<file path="src/rtl/twi_pkg.sv">
package twi_pkg;

   localparam logic [3:0] ADDR_HI   = 4'b0100;
   localparam logic [7:0] GC_ADDR   = 8'h00;
   localparam logic [7:0] GC_SRESET = 8'h06;

   typedef enum logic [3:0] {
      ST_IDLE,
      ST_ADDR,
      ST_CMD,
      ST_WDATA,
      ST_GC,
      ST_ACK,
      ST_TX,
      ST_MACK,
      ST_WAIT
   } twi_state_e;

   function automatic logic [7:0] reg_default(input int idx);
      return 8'((idx * 17) & 255);
   endfunction

endpackage

</file>
<file path="src/rtl/twi_pin_filter.sv">
module twi_pin_filter #(
   parameter int FILT_LEN = 2
) (
   input  logic clk,
   input  logic rst_n,
   input  logic pin_i,
   output logic filt_o,
   output logic rise_o,
   output logic fall_o
);

   logic s1, s2, filt_d;

   if (FILT_LEN < 1) begin : g_bad_len
      $error("twi_pin_filter: FILT_LEN must be at least 1");
   end

   always_ff @(posedge clk or negedge rst_n) begin
      if (!rst_n) begin
         s1 <= 1'b1;
         s2 <= 1'b1;
      end else begin
         s1 <= pin_i;
         s2 <= s1;
      end
   end

   if (FILT_LEN == 1) begin : g_bypass
      always_ff @(posedge clk or negedge rst_n) begin
         if (!rst_n) filt_o <= 1'b1;
         else        filt_o <= s2;
      end

      p_filter_follow_r10: assert property (@(posedge clk) disable iff (!rst_n)
         !$stable(filt_o) |-> $past(s2) == filt_o);
   end else begin : g_window
      logic [FILT_LEN-1:0] hist;

      always_ff @(posedge clk or negedge rst_n) begin
         if (!rst_n) begin
            hist   <= '1;
            filt_o <= 1'b1;
         end else begin
            hist <= {hist[FILT_LEN-2:0], s2};
            if (&hist)       filt_o <= 1'b1;
            else if (~|hist) filt_o <= 1'b0;
         end
      end

      p_filter_agree_r10: assert property (@(posedge clk) disable iff (!rst_n)
         !$stable(filt_o) |-> $past(hist[0]) == filt_o);
   end

   always_ff @(posedge clk or negedge rst_n) begin
      if (!rst_n) filt_d <= 1'b1;
      else        filt_d <= filt_o;
   end

   assign rise_o = filt_o & ~filt_d;
   assign fall_o = ~filt_o & filt_d;

endmodule

</file>
<file path="src/rtl/twi_strap_latch.sv">
module twi_strap_latch #(
   parameter int ADDR_BITS = 2
) (
   input  logic                 clk,
   input  logic                 rst_n,
   input  logic                 soft_rst_i,
   input  logic [ADDR_BITS-1:0] strap_i,
   output logic [ADDR_BITS-1:0] addr_o
);

   logic pend;

   if (ADDR_BITS < 1) begin : g_bad_bits
      $error("twi_strap_latch: ADDR_BITS must be at least 1");
   end

   always_ff @(posedge clk or negedge rst_n) begin
      if (!rst_n) begin
         pend   <= 1'b1;
         addr_o <= '0;
      end else if (soft_rst_i) begin
         pend <= 1'b1;
      end else if (pend) begin
         addr_o <= strap_i;
         pend   <= 1'b0;
      end
   end

   p_strap_hold_r2: assert property (@(posedge clk) disable iff (!rst_n)
      (!pend && !soft_rst_i) |=> $stable(addr_o));

endmodule

</file>
<file path="src/rtl/twi_regfile.sv">
module twi_regfile
   import twi_pkg::*;
#(
   parameter int NREGS = 8,
   parameter int PTR_W = $clog2(NREGS)
) (
   input  logic             clk,
   input  logic             rst_n,
   input  logic             clr_i,
   input  logic             we_i,
   input  logic [PTR_W-1:0] waddr_i,
   input  logic [7:0]       wdata_i,
   input  logic [PTR_W-1:0] raddr_i,
   input  logic [7:0]       status_i,
   output logic [7:0]       rdata_o
);

   logic [7:0] regs [NREGS];

   for (genvar i = 0; i < NREGS; i++) begin : g_reg
      if (i == 0) begin : g_status
         assign regs[i] = 8'h00;
      end else begin : g_rw
         always_ff @(posedge clk or negedge rst_n) begin
            if (!rst_n)                                 regs[i] <= reg_default(i);
            else if (clr_i)                             regs[i] <= reg_default(i);
            else if (we_i && waddr_i == PTR_W'(i))      regs[i] <= wdata_i;
         end

         p_clr_default_r6: assert property (@(posedge clk) disable iff (!rst_n)
            clr_i |=> regs[i] == reg_default(i));
      end
   end

   assign rdata_o = (raddr_i == '0) ? status_i : regs[raddr_i];

endmodule

</file>
<file path="src/rtl/twi_byte_engine.sv">
module twi_byte_engine
   import twi_pkg::*;
#(
   parameter int PTR_W = 3
) (
   input  logic             clk,
   input  logic             rst_n,
   input  logic             scl_f,
   input  logic             scl_rise,
   input  logic             scl_fall,
   input  logic             sda_f,
   input  logic             sda_rise,
   input  logic             sda_fall,
   input  logic [1:0]       addr_sel_i,
   input  logic [7:0]       rdata_i,
   output logic             sda_oe_o,
   output logic             we_o,
   output logic [PTR_W-1:0] ptr_o,
   output logic [7:0]       wdata_o,
   output logic             soft_rst_o
);

   twi_state_e state, next_st, nxt_now;
   logic [2:0] cnt;
   logic [7:0] shreg, txsh, byte_in;
   logic       drv, mack_ok, ack_now, done, rx_state, start_c, stop_c;
   logic [6:0] own_addr;

   assign own_addr = {ADDR_HI, addr_sel_i, 1'b1};
   assign start_c  = sda_fall & scl_f;
   assign stop_c   = sda_rise & scl_f;
   assign byte_in  = {shreg[6:0], sda_f};
   assign rx_state = (state == ST_ADDR) || (state == ST_CMD) ||
                     (state == ST_WDATA) || (state == ST_GC);
   assign done     = rx_state && scl_rise && (cnt == 3'd7);

   always_comb begin
      ack_now = 1'b0;
      nxt_now = ST_WAIT;
      unique case (state)
         ST_ADDR: begin
            if (byte_in[7:1] == own_addr) begin
               ack_now = 1'b1;
               nxt_now = byte_in[0] ? ST_TX : ST_CMD;
            end else if (byte_in == GC_ADDR) begin
               ack_now = 1'b1;
               nxt_now = ST_GC;
            end
         end
         ST_CMD, ST_WDATA: begin
            ack_now = 1'b1;
            nxt_now = ST_WDATA;
         end
         ST_GC: ack_now = (byte_in == GC_SRESET);
         default: ;
      endcase
   end

   assign we_o       = done && (state == ST_WDATA);
   assign soft_rst_o = done && (state == ST_GC) && (byte_in == GC_SRESET);
   assign wdata_o    = byte_in;

   always_ff @(posedge clk or negedge rst_n) begin
      if (!rst_n) begin
         state    <= ST_IDLE;
         next_st  <= ST_IDLE;
         cnt      <= '0;
         shreg    <= '0;
         txsh     <= '0;
         drv      <= 1'b0;
         mack_ok  <= 1'b0;
         sda_oe_o <= 1'b0;
         ptr_o    <= '0;
      end else if (start_c) begin
         state    <= ST_ADDR;
         cnt      <= '0;
         sda_oe_o <= 1'b0;
      end else if (stop_c) begin
         state    <= ST_IDLE;
         sda_oe_o <= 1'b0;
      end else begin
         unique case (state)
            ST_ADDR, ST_CMD, ST_WDATA, ST_GC: begin
               if (scl_rise) begin
                  shreg <= byte_in;
                  cnt   <= cnt + 3'd1;
                  if (cnt == 3'd7) begin
                     drv     <= 1'b0;
                     next_st <= nxt_now;
                     state   <= ack_now ? ST_ACK : ST_WAIT;
                     if (state == ST_CMD)   ptr_o <= byte_in[PTR_W-1:0];
                     if (state == ST_WDATA) ptr_o <= ptr_o + 1'b1;
                     if (state == ST_ADDR)  ptr_o <= '0;
                  end
               end
            end
            ST_ACK: begin
               if (scl_fall) begin
                  if (!drv) begin
                     drv      <= 1'b1;
                     sda_oe_o <= 1'b1;
                  end else begin
                     state <= next_st;
                     cnt   <= '0;
                     if (next_st == ST_TX) begin
                        txsh     <= rdata_i;
                        sda_oe_o <= ~rdata_i[7];
                        ptr_o    <= ptr_o + 1'b1;
                     end else begin
                        sda_oe_o <= 1'b0;
                     end
                  end
               end
            end
            ST_TX: begin
               if (scl_fall) begin
                  if (cnt == 3'd7) begin
                     sda_oe_o <= 1'b0;
                     mack_ok  <= 1'b0;
                     cnt      <= '0;
                     state    <= ST_MACK;
                  end else begin
                     cnt      <= cnt + 3'd1;
                     txsh     <= {txsh[6:0], 1'b0};
                     sda_oe_o <= ~txsh[6];
                  end
               end
            end
            ST_MACK: begin
               if (scl_rise) mack_ok <= ~sda_f;
               if (scl_fall) begin
                  if (mack_ok) begin
                     txsh     <= rdata_i;
                     sda_oe_o <= ~rdata_i[7];
                     ptr_o    <= ptr_o + 1'b1;
                     cnt      <= '0;
                     state    <= ST_TX;
                  end else begin
                     state <= ST_WAIT;
                  end
               end
            end
            default: ;
         endcase
      end
   end

   p_wait_released_r5: assert property (@(posedge clk) disable iff (!rst_n)
      (state == ST_WAIT) |-> !sda_oe_o);

   p_drive_scl_low_r1: assert property (@(posedge clk) disable iff (!rst_n)
      !$stable(sda_oe_o) |-> !scl_f);

   p_write_acked_r3: assert property (@(posedge clk) disable iff (!rst_n)
      we_o |=> (state == ST_ACK));

   p_idle_quiet_r1: assert property (@(posedge clk) disable iff (!rst_n)
      (state == ST_IDLE) |-> !sda_oe_o);

endmodule

</file>
<file path="src/rtl/twi_cmd_slave.sv">
module twi_cmd_slave
   import twi_pkg::*;
#(
   parameter int NREGS    = 8,
   parameter int FILT_LEN = 2
) (
   input  logic clk,
   input  logic rst_n,
   input  logic scl_i,
   input  logic sda_i,
   output logic sda_oe_o,
   input  logic strap_a2_i,
   input  logic strap_a1_i
);

   localparam int PTR_W = $clog2(NREGS);

   if (NREGS < 2 || (NREGS & (NREGS - 1)) != 0 || NREGS > 256) begin : g_bad_nregs
      $error("twi_cmd_slave: NREGS must be a power of two in 2..256");
   end

   logic             scl_f, scl_rise, scl_fall;
   logic             sda_f, sda_rise, sda_fall;
   logic [1:0]       addr_sel;
   logic             we, soft_rst;
   logic [PTR_W-1:0] ptr;
   logic [7:0]       wdata, rdata, status;

   twi_pin_filter #(.FILT_LEN(FILT_LEN)) u_scl_filt (
      .clk(clk), .rst_n(rst_n), .pin_i(scl_i),
      .filt_o(scl_f), .rise_o(scl_rise), .fall_o(scl_fall));

   twi_pin_filter #(.FILT_LEN(FILT_LEN)) u_sda_filt (
      .clk(clk), .rst_n(rst_n), .pin_i(sda_i),
      .filt_o(sda_f), .rise_o(sda_rise), .fall_o(sda_fall));

   twi_strap_latch #(.ADDR_BITS(2)) u_strap (
      .clk(clk), .rst_n(rst_n), .soft_rst_i(soft_rst),
      .strap_i({strap_a2_i, strap_a1_i}), .addr_o(addr_sel));

   assign status = {6'b0, addr_sel};

   twi_byte_engine #(.PTR_W(PTR_W)) u_engine (
      .clk(clk), .rst_n(rst_n),
      .scl_f(scl_f), .scl_rise(scl_rise), .scl_fall(scl_fall),
      .sda_f(sda_f), .sda_rise(sda_rise), .sda_fall(sda_fall),
      .addr_sel_i(addr_sel), .rdata_i(rdata),
      .sda_oe_o(sda_oe_o), .we_o(we), .ptr_o(ptr),
      .wdata_o(wdata), .soft_rst_o(soft_rst));

   twi_regfile #(.NREGS(NREGS), .PTR_W(PTR_W)) u_regs (
      .clk(clk), .rst_n(rst_n), .clr_i(soft_rst),
      .we_i(we), .waddr_i(ptr), .wdata_i(wdata),
      .raddr_i(ptr), .status_i(status), .rdata_o(rdata));

endmodule

</file>
<file path="config.mk">
export PLATFORM = sky130hd
export DESIGN_NAME = twi_cmd_slave
export DESIGN_NICKNAME = d
export VERILOG_FILES = /design/src/rtl/twi_pkg.sv /design/src/rtl/twi_pin_filter.sv /design/src/rtl/twi_strap_latch.sv /design/src/rtl/twi_regfile.sv /design/src/rtl/twi_byte_engine.sv /design/src/rtl/twi_cmd_slave.sv
export SDC_FILE = /design/constraint.sdc
export NUM_CORES = 1
export LEC_CHECK = 0
export BUFFER_PORTS_ARGS = -buffer_cell sky130_fd_sc_hd__buf_4
export CAP_MARGIN = 25
export CORE_ASPECT_RATIO = 0.6
export CORE_MARGIN = 2
export CORE_UTILIZATION = 63
export CTS_BUF_LIST = sky130_fd_sc_hd__clkbuf_16
export DETAILED_ROUTE_END_ITERATION = 10
export PLACE_DENSITY = 0.82
export SLEW_MARGIN = 25
export SYNTH_ARGS = -nofsm -noshare
export SYNTH_HDL_FRONTEND = slang
export SYNTH_SLANG_ARGS = --single-unit
</file>
<file path="constraint.sdc">
create_clock -name clk -period 2.94 [get_ports clk]
set_input_delay 0.147 -clock clk [delete_from_list [all_inputs] [get_ports clk]]
set_output_delay 0.147 -clock clk [all_outputs]
set_load 0.005 [all_outputs]
</file>
### Word level (Yosys, flattened, before mapping)

Cells that the tools add are included.

* RAM bits: 0
* bits in read-only memories: 0
* output and inout port bits: 1
* memories kept: 0
* bits in registers: 102
* logic and storage cells: 229
* latch bits: 0

* $lt $le $gt $ge: 1
* multipliers: 0
* multiplexer cells: 88
* divide/modulo/power cells: 0
* bitwise gates (word level): 16
* shifts and indexed selects: 0
* reduce and logical (&&, ||, !) cells: 47
* add/sub/neg operators: 2
* equality and inequality tests: 47

Operators by type and width (number)
* $mux W8: 17
* $mux W3: 20
* $mux W4: 13
* $mux W7: 7
* $bmux W8 S3: 1
* $ne A4 B1 Y1 const B: 6
* $mux W1: 21
* $pmux W7 S3: 1
* $eq A4 B3 Y1 const B: 5
* $ne A2 B1 Y1 const B: 10
* $reduce_bool A2 Y1: 9
* $pmux W4 S4: 1
* $reduce_and A8 Y1: 2
* $eq A3 B3 Y1 const B: 5
* $logic_and A1 B1 Y1: 12
* $ne A4 B2 Y1 const B: 3
* $pmux W3 S4: 1
* $reduce_and A6 Y1: 2
* $reduce_and A11 Y1: 1
* $reduce_and A10 Y1: 1
* $reduce_and A5 Y1: 2
* $reduce_bool A5 Y1: 2
* $ne A3 B1 Y1 const B: 3
* $ne A3 B2 Y1 const B: 3
* other kinds (25): 53

### Depth between registers and ports, before layout

Gate-level depths: netlist of the first run.

* depth after elaboration: 12
* gate-level depth with buffers: 9

### Hierarchy

From an unflattened synthesis of the first run, not the netlist that was laid out.

* cell total of the unflattened synthesis: 482
* area, all modules: 5504.0 um^2

Modules (own cells, without submodules)
* twi_regfile: cells each 257, sequential area each 1431.4 um^2, instances 1, area each 2960.3 um^2
* twi_byte_engine: cells each 198, sequential area each 775.7 um^2, instances 1, area each 2024.4 um^2
* twi_pin_filter: cells each 10, sequential area each 157.7 um^2, instances 2, area each 197.7 um^2
* twi_strap_latch: cells each 6, sequential area each 76.3 um^2, instances 1, area each 120.1 um^2
* twi_cmd_slave: cells each 1, sequential area each 0.0 um^2, instances 1, area each 3.8 um^2

### Least setup slack after synthesis of the first run

No wires, ideal clock.

* path kind: reg2reg
* start: register u_engine.ptr_o[1]
* end: register u_engine.sda_oe_o
* data required time: 2.803 ns
* slack: 0.661 ns
* stages on the path, launching flop included: 9
* library setup time: 0.137 ns
* data arrival time: 2.141 ns
* period minus slack after synthesis: 2.279 ns
* buffers on the path: 2
* path through: dfrtp_1 buf_2 buf_1 inv_1 ha_1 nor2_1 a22oi_1 a2111oi_0 nor3_1

* cells in the longest elaborated chain, start to end: 12

Ends and longest elaborated chain
* start, declared: RTL line twi_byte_engine.sv:18 `output logic [PTR_W-1:0] ptr_o,`
* start signal, assigned: RTL line twi_byte_engine.sv:91 `if (state == ST_CMD) ptr_o <= byte_in[PTR_W-1:0];`
* start signal, assigned: RTL line twi_byte_engine.sv:92 `if (state == ST_WDATA) ptr_o <= ptr_o + 1'b1;`
* start signal, assigned: RTL line twi_byte_engine.sv:108 `ptr_o <= ptr_o + 1'b1;`
* $not A3 Y4 (implied by the code): RTL line twi_regfile.sv:35 `assign rdata_o = (raddr_i == '0) ? status_i : regs[raddr_i];`
* $bmux W8 S3: RTL line twi_regfile.sv:35
* $mux W8 (implied by the code) (2 in a row): RTL line twi_regfile.sv:35
* $mux W8 (*): RTL line twi_regfile.sv:35
* $not A1 Y1 (*): RTL line twi_byte_engine.sv:107, twi_byte_engine.sv:134
* $mux W1: RTL line twi_byte_engine.sv:105 `if (next_st == ST_TX) begin`
* $mux W1: RTL line twi_byte_engine.sv:99 `if (!drv) begin`
* $mux W1: RTL line twi_byte_engine.sv:98 `if (scl_fall) begin`
* $pmux W1 S3 (*): RTL line twi_byte_engine.sv:82 `unique case (state)`
* $mux W1 (*): RTL line twi_byte_engine.sv:78 `end else if (stop_c) begin`
* $mux W1 (*): RTL line twi_byte_engine.sv:74 `end else if (start_c) begin`
* end signal, assigned: RTL line twi_byte_engine.sv:107 `sda_oe_o <= ~rdata_i[7];`
* end signal, assigned: RTL line twi_byte_engine.sv:125 `sda_oe_o <= ~txsh[6];`
* end signal, assigned: RTL line twi_byte_engine.sv:134 `sda_oe_o <= ~rdata_i[7];`
* end, declared: RTL line twi_byte_engine.sv:16 `output logic sda_oe_o,`

Mark *: on every way between the ends. The rest lies on a longest branch, timed or not. The select of a mux whose other input is x is not followed.
A chain may end at the register's enable or synchronous reset.

### Worst setup path after layout of the first run

* start: register u_engine.cnt[0]
* end: register u_regs.regs[26] (netlist name)

* cells in the longest elaborated chain, start to end: 5

Ends and longest elaborated chain
* start, declared: RTL line twi_byte_engine.sv:24 `logic [2:0] cnt;`
* start signal, assigned: RTL line twi_byte_engine.sv:86 `cnt <= cnt + 3'd1;`
* start signal, assigned: RTL line twi_byte_engine.sv:123 `cnt <= cnt + 3'd1;`
* $eq A3 B3 Y1 (*): RTL line twi_byte_engine.sv:35 `assign done = rx_state && scl_rise && (cnt == 3'd7);`
* $logic_and A1 B1 Y1 (*): RTL line twi_byte_engine.sv:35
* $logic_and A1 B1 Y1 (on tied branches): RTL line twi_byte_engine.sv:60, twi_byte_engine.sv:59
* $logic_and A1 B1 Y1 (on tied branches): RTL line twi_byte_engine.sv:60, twi_regfile.sv:27
* $mux W8 / $reduce_bool A2 Y1 (equally long branches)
* end signal, assigned by index: RTL line twi_regfile.sv:25 `if (!rst_n) regs[i] <= reg_default(i);`
* end signal, assigned by index: RTL line twi_regfile.sv:26 `else if (clr_i) regs[i] <= reg_default(i);`
* end signal, assigned by index: RTL line twi_regfile.sv:27 `else if (we_i && waddr_i == PTR_W'(i)) regs[i] <= wdata_i;`
* end, declared: RTL line twi_regfile.sv:18 `logic [7:0] regs [NREGS];`

Mark *: on every way between the ends. The rest lies on a longest branch, timed or not.

==> results of run 1 <==
-- cells by family (layout without fill, tap and decap cells) --
logic type	after synthesis	count (layout)
buf+inv	58	65
fa+ha+maj	10	10
flops	102	102
mux	54	54
simple gates	179	179
compound gates	115	115
xor+xnor	3	3
-- critical path, stage by stage (launching register included) --
cell	delay, ns
dfrtp_1	0.38
ha_1	0.16
ha_1	0.26
nand3b_1	0.25
a2111oi_4	0.59
and3_1	0.57
nor2_1	0.09
mux2_2	0.28
-- layer usage --
layer / vias to the layer above / routed length (um) / share of wire (%) / track usage (%)
li1: 1842 / - / - / -
met1: 2046 / 6170 / 47 / 48.3
met2: 220 / 5410 / 41 / 42.5
met3: 17 / 1360 / 10 / 9.77
met4: 0 / 153 / 1.2 / 8.43
met5: - / 0 / 0 / 0
-- how the worst max path moves through the flow --
stage | cells past startpoint | start | endpoint | slack [ns]
after floorplan | 8 | u_engine.ptr_o[1] | u_engine.sda_oe_o | 0.66
after global placement | 7 | u_engine.cnt[0] | u_regs.regs[10] | 0.51
after detailed placement | 7 | u_engine.cnt[0] | u_regs.regs[48] | 0.35
after CTS | 7 | u_engine.cnt[0] | u_regs.regs[48] | 0.36
after global routing | 7 | u_engine.cnt[0] | u_regs.regs[48] | 0.14
final | 7 | u_engine.cnt[0] | u_regs.regs[26] | 0.28
-- repair_timing --
action                    in CTS  in global routing
hold buffers                   3                  0
hold endpoints to repair      25                  0
setup buffers                  0                  0
-- layout by cell type, fill, tap and decap left out, types with 3 or more instances in the layout --
cell	count
nand2_1	98
dlygate4sd3_1	3
o31ai_1	4
dfstp_2	37
nand3_1	10
o21a_1	4
xor2_1	3
buf_4	26
o2bb2ai_1	5
a31oi_1	4
a21o_1	3
inv_1	17
o22ai_1	6
dfrtp_1	65
o21ai_0	42
nand3b_1	5
and3_1	4
o211ai_1	5
mux4_2	8
nor3_1	14
mux2i_1	24
ha_1	10
mux2_2	20
nor2b_1	4
a22oi_1	9
nor2_1	21
clkinv_4	3
a21oi_1	18
clkbuf_16	10
-- cell type report --
class,instances,area (um^2),area share (%)
Timing Repair Buffer,30,245,4.23
Multi-Input combinational cell,361,2440,42.1
Sequential cell,102,2600,44.9
Clock buffer,10,250,4.32
Tap cell,108,135,2.33
Inverter,19,71.3,1.23
Clock inverter,6,51.3,0.886
-- sequential cells by signal (all words and copies together), names as in the netlist, 2 cells and up --
signal	cells
u_engine.cnt	3
u_engine.txsh	7
u_scl_filt.g_window.hist	2
u_strap.addr_o	2
u_regs.regs	56
u_engine.shreg	7
u_sda_filt.g_window.hist	2
u_engine.ptr_o	3
u_engine.state	4
u_engine.next_st	4
-- power groups by stage --
stage,clock (mW),sequential [mW],combinational (mW)
final,1.18,1.72,1.20
after global placement,0,1.72,1.12
after global routing,1.26,1.73,1.29
after detailed placement,0,1.73,1.15
after CTS,1.20,1.70,1.17
after floorplan,0,1.63,0.861
==> flow_summary.ini, run 1 <==
[logic_synthesis]
synth_top_area_share_pct = 30.8
synth_edf_count = 0
synthTopCellsByArea = dfrtp_1 (31%), dfstp_2 (18%), nand2_1 (7.0%)
synth_common_cells = nand2_1 (98), dfrtp_1 (65), o21ai_0 (42)
async_flop_share_pct = 100
synthAdderAreaFrac_pct = 2.37
synth_nets = 537
synth.yosys.seq_area_share_pct = 49.1
yosysMostFrequentCell = nand2_1
synth-seq-cells = 102
yosysWarnings = 0
synth_cells = 521
synth_area_per_cell_um2 = 10.2
synth-compound-area-share_pct = 14.6
synthSimpleGateAreaFrac_pct = 15.9
synth-xor-area-share_pct = 0.497
synth_area_leader_cell = dfrtp_1
synth_flop_cell = dfrtp_1
synthMuxAreaShare_pct = 12.8
synth_cell_type_count = 64
synth_top_family_by_area = simple AND/OR/NAND/NOR gates
netlist_area_mm2 = 0.00529

[placement]
place.gp.congestion = 0.962
portBuffers = 6
dp_cells = 617
postPlaceCellArea_mm2 = 0.00546
place_ws_ns = 0.354
hpwl_mm = 9.30

[pwr]
switching_share_pct = 35.7
p_clk_share_pct = 28.9
ir_drop_mv = 0.443
powerDensity_mw_per_mm2 = 707
p_seq_share_pct = 41.9
p_leak_nw = 2.49
p_int_mw = 2.63
power.switching_mw = 1.46
pwr-share-comb_pct = 29.2
p_total_mw = 4.10

[sta]
tns_ns = 0
finalMaxSlewViolations = 0
hold_violations = 0
fmax_mhz = 376
layout_setup_ws_ns = 0.277
timing.final.crit_share_pct = 90.6
slew_headroom_pct = 52.2
fin_skew_ns = 0.00802
finalSetupViolCount = 0
rsz0062_at_grt = false
period_needed_ns = 2.66
worst_hold_slack_ns = 0.0271
worst_pin_slew_ns = 0.712

[hold_path]
min_path_type = in2reg
min_to = u_strap.addr_o[0]
hold_depth = 2
hold_start = strap_a1_i

[die]
core-area_mm2 = 0.00801
num_io_pins = 7
die_w_um = 122
die_h_um = 75.0
rows = 25
start_util_pct = 66.0
dieArea_mm2 = 0.00917

[setup_path]
reg2reg_depth = 7
rr_endpoint = u_regs.regs[26]
critical_path_class = reg2reg
ff2ff_setup_slack_ns = 0.28
critPathCaptureType = flip-flop
cp.arrival_ns = 2.95
crit_path_start_kind = flip-flop
worstPathRequired_ns = 3.22
r2r_start = u_engine.cnt[0]
crit_fanout = 13

[clock_network]
clock-root-buffer = clkbuf_16
clock-sinks = 102
cts_tree = built
path_clk_slew_ns = 0.07
cts_buffers = 9
htreeDepth = 3
clock_latency_ns = 0.35
ctsResizeCount = 0
cts_buffer_depth = 2

[final_layout]
final_util_pct = 72.3
diodes = 0
nFillCells = 570
nets = 539
synthToLayoutAreaGrowth_pct = 9.51
design_area_mm2 = 0.00579
drive_above_1_share_pct = 22.9
final_cells = 636

[global_route]
antenna_found_initial = 0
grt_use_total_pct = 31.3
grt_overflow = 0
grt_pass1_wl_mm = 20.9
grt_max_degree = 53
grt_pass1_vias = 3855

[run]
cap_violations = 0

[drt]
antenna_left = 0
drt_iter0_drc = 601
vias = 4125
remaining_drc_errors = 0
vias_per_cell = 6.49
wl_per_cell_um = 20.6
firstDrtPassIters = 5
routed_wl_mm = 13.1

[status]
outcome = complete, no violations
Note: power is estimated with default switching activity, not from simulation.
==> inputs of run 2 (changes only) <==
--- a/config.mk
+++ b/config.mk
@@ -12,6 +12,7 @@
 export CORE_UTILIZATION = 63
 export CTS_BUF_LIST = sky130_fd_sc_hd__clkbuf_16
 export DETAILED_ROUTE_END_ITERATION = 10
+export MAX_ROUTING_LAYER = met4
 export PLACE_DENSITY = 0.82
 export SLEW_MARGIN = 25
 export SYNTH_ARGS = -nofsm -noshare
==> flow_summary.ini, run 2 (synthesized netlist as in run 1, its figures left out) <==
[status]
outcome = complete, no violations

[run]
cap_violations = 0

[sta]
tns_ns = 0
hold_violations = 0
rsz0062_at_grt = false
finalMaxSlewViolations = 0
period_needed_ns = 2.58
worst_pin_slew_ns = 0.715
finalSetupViolCount = 0
fin_skew_ns = 0.00550
fmax_mhz = 388
timing.final.crit_share_pct = 87.7
slew_headroom_pct = 52.2
layout_setup_ws_ns = 0.362

[placement]
place_ws_ns = 0.435
hpwl_mm = 9.07
portBuffers = 6
place.gp.congestion = 0.990

[clock_network]
cts_hold_buf = 3
clock-root-buffer = clkbuf_16
cts_buffers = 9
clock_latency_ns = 0.35
cts_tree = built
clock-sinks = 102
cts_buffer_depth = 2
post-cts-setup-buffer-count = 0
path_clk_slew_ns = 0.07
ctsResizeCount = 0
htreeDepth = 3

[die]
start_util_pct = 66.0
num_io_pins = 7
dieArea_mm2 = 0.00917
die_w_um = 122
die_h_um = 75.0
rows = 25
core-area_mm2 = 0.00801

[pwr]
powerDensity_mw_per_mm2 = 711
p_leak_nw = 2.48
ir_drop_mv = 0.504

[setup_path]
crit_path_start_kind = flip-flop
worstPathRequired_ns = 3.22
critPathCaptureType = flip-flop
crit_fanout = 13
critical_path_class = reg2reg
crit_start = u_engine.cnt[0]
r2r_start = u_engine.cnt[0]
cp.arrival_ns = 2.86

[global_route]
antenna_found_initial = 0
grt_overflow = 0
grt_max_degree = 53
grt_pass1_wl_mm = 20.6
grt_pass1_vias = 3770
grt_use_total_pct = 31.8

[drt]
vias_per_cell = 6.52
vias = 4142
drt_iter0_drc = 524
antenna_left = 0
remaining_drc_errors = 0
firstDrtPassIters = 5
routed_wl_mm = 12.8
wl_per_cell_um = 20.2

[final_layout]
drive_above_1_share_pct = 22.8
largest_register_ffs = 56
synthToLayoutAreaGrowth_pct = 9.44
layout_commonest_cell = nand2_1
diodes = 0
largestRegisters = u_regs.regs x56, u_engine.shreg x7, u_engine.txsh x7
nets = 538
nFillCells = 578
mostFrequentLayoutCells = nand2_1 (98), dfrtp_1 (65), o21ai_0 (42)
top_register = u_regs.regs

[hold_path]
hold_start = strap_a1_i
min_path_type = in2reg
-- run 2: final cells by class --
| type | count | area [um^2] | area share (%) |
|---|---|---|---|
| repair buffers | 29 | 238 | 4.11 |
| inverters | 19 | 71.3 | 1.23 |
| multi-input cells | 361 | 2440 | 42.2 |
| clock buffers | 9 | 225 | 3.89 |
| flip-flops and latches | 102 | 2600 | 44.9 |
| well taps | 108 | 135 | 2.33 |
| clock inverters | 7 | 80.1 | 1.38 |
-- run 2: report_power, final --
part / switching, mW / internal, mW
combinational: 0.706 / 0.470
clock: 0.547 / 0.673
sequential: 0.196 / 1.52
total: 1.45 / 2.67
-- run 2: worst max-delay path: stages (launching register included) --
cell       delay [ns]
dfrtp_1          0.38
ha_1             0.16
ha_1             0.25
nand3b_1         0.23
a2111oi_4        0.54
and3_1           0.56
nor2_1           0.11
mux2_2           0.29
-- run 2: routing by layer --
layer / global-route usage, % / wire length, um
met5: - / 0
met3: 10.8 / 1450
met4: 5.75 / 97
met2: 41.9 / 5340
met1: 47.6 / 5950
-- run 2: worst paths after layout --
| check | to | slack (ns) | depth (start not counted) |
|---|---|---|---|
| max | u_regs.regs[26] | 0.36 | 7 |
| min | u_strap.addr_o[0] | 0.03 | 2 |
| max reg2reg | u_regs.regs[26] | 0.36 | 7 |
| min reg2reg | u_scl_filt.g_window.hist[0] | 0.36 | 0 |
| max in group asynchronous | u_regs.regs[48] | 1.82 | 3 |
| min in group asynchronous | u_engine.shreg[4] | 0.38 | 2 |
-- run 2: metrics by stage --
stage | total power [mW] | hold WS, ns | area [um^2] | instances | utilization, %
after floorplan | 2.49 | -0.149 | 5290 | 521 | -
after global placement | 2.84 | 0.213 | 5450 | 616 | 68.1
after detailed placement | 2.87 | 0.225 | 5450 | 616 | 68.1
after CTS | 4.09 | 0.0248 | 5790 | 635 | 72.3
after global routing | 4.32 | 0.0283 | 5790 | 635 | 72.3
final | 4.12 | 0.0315 | 5790 | 635 | 72.3
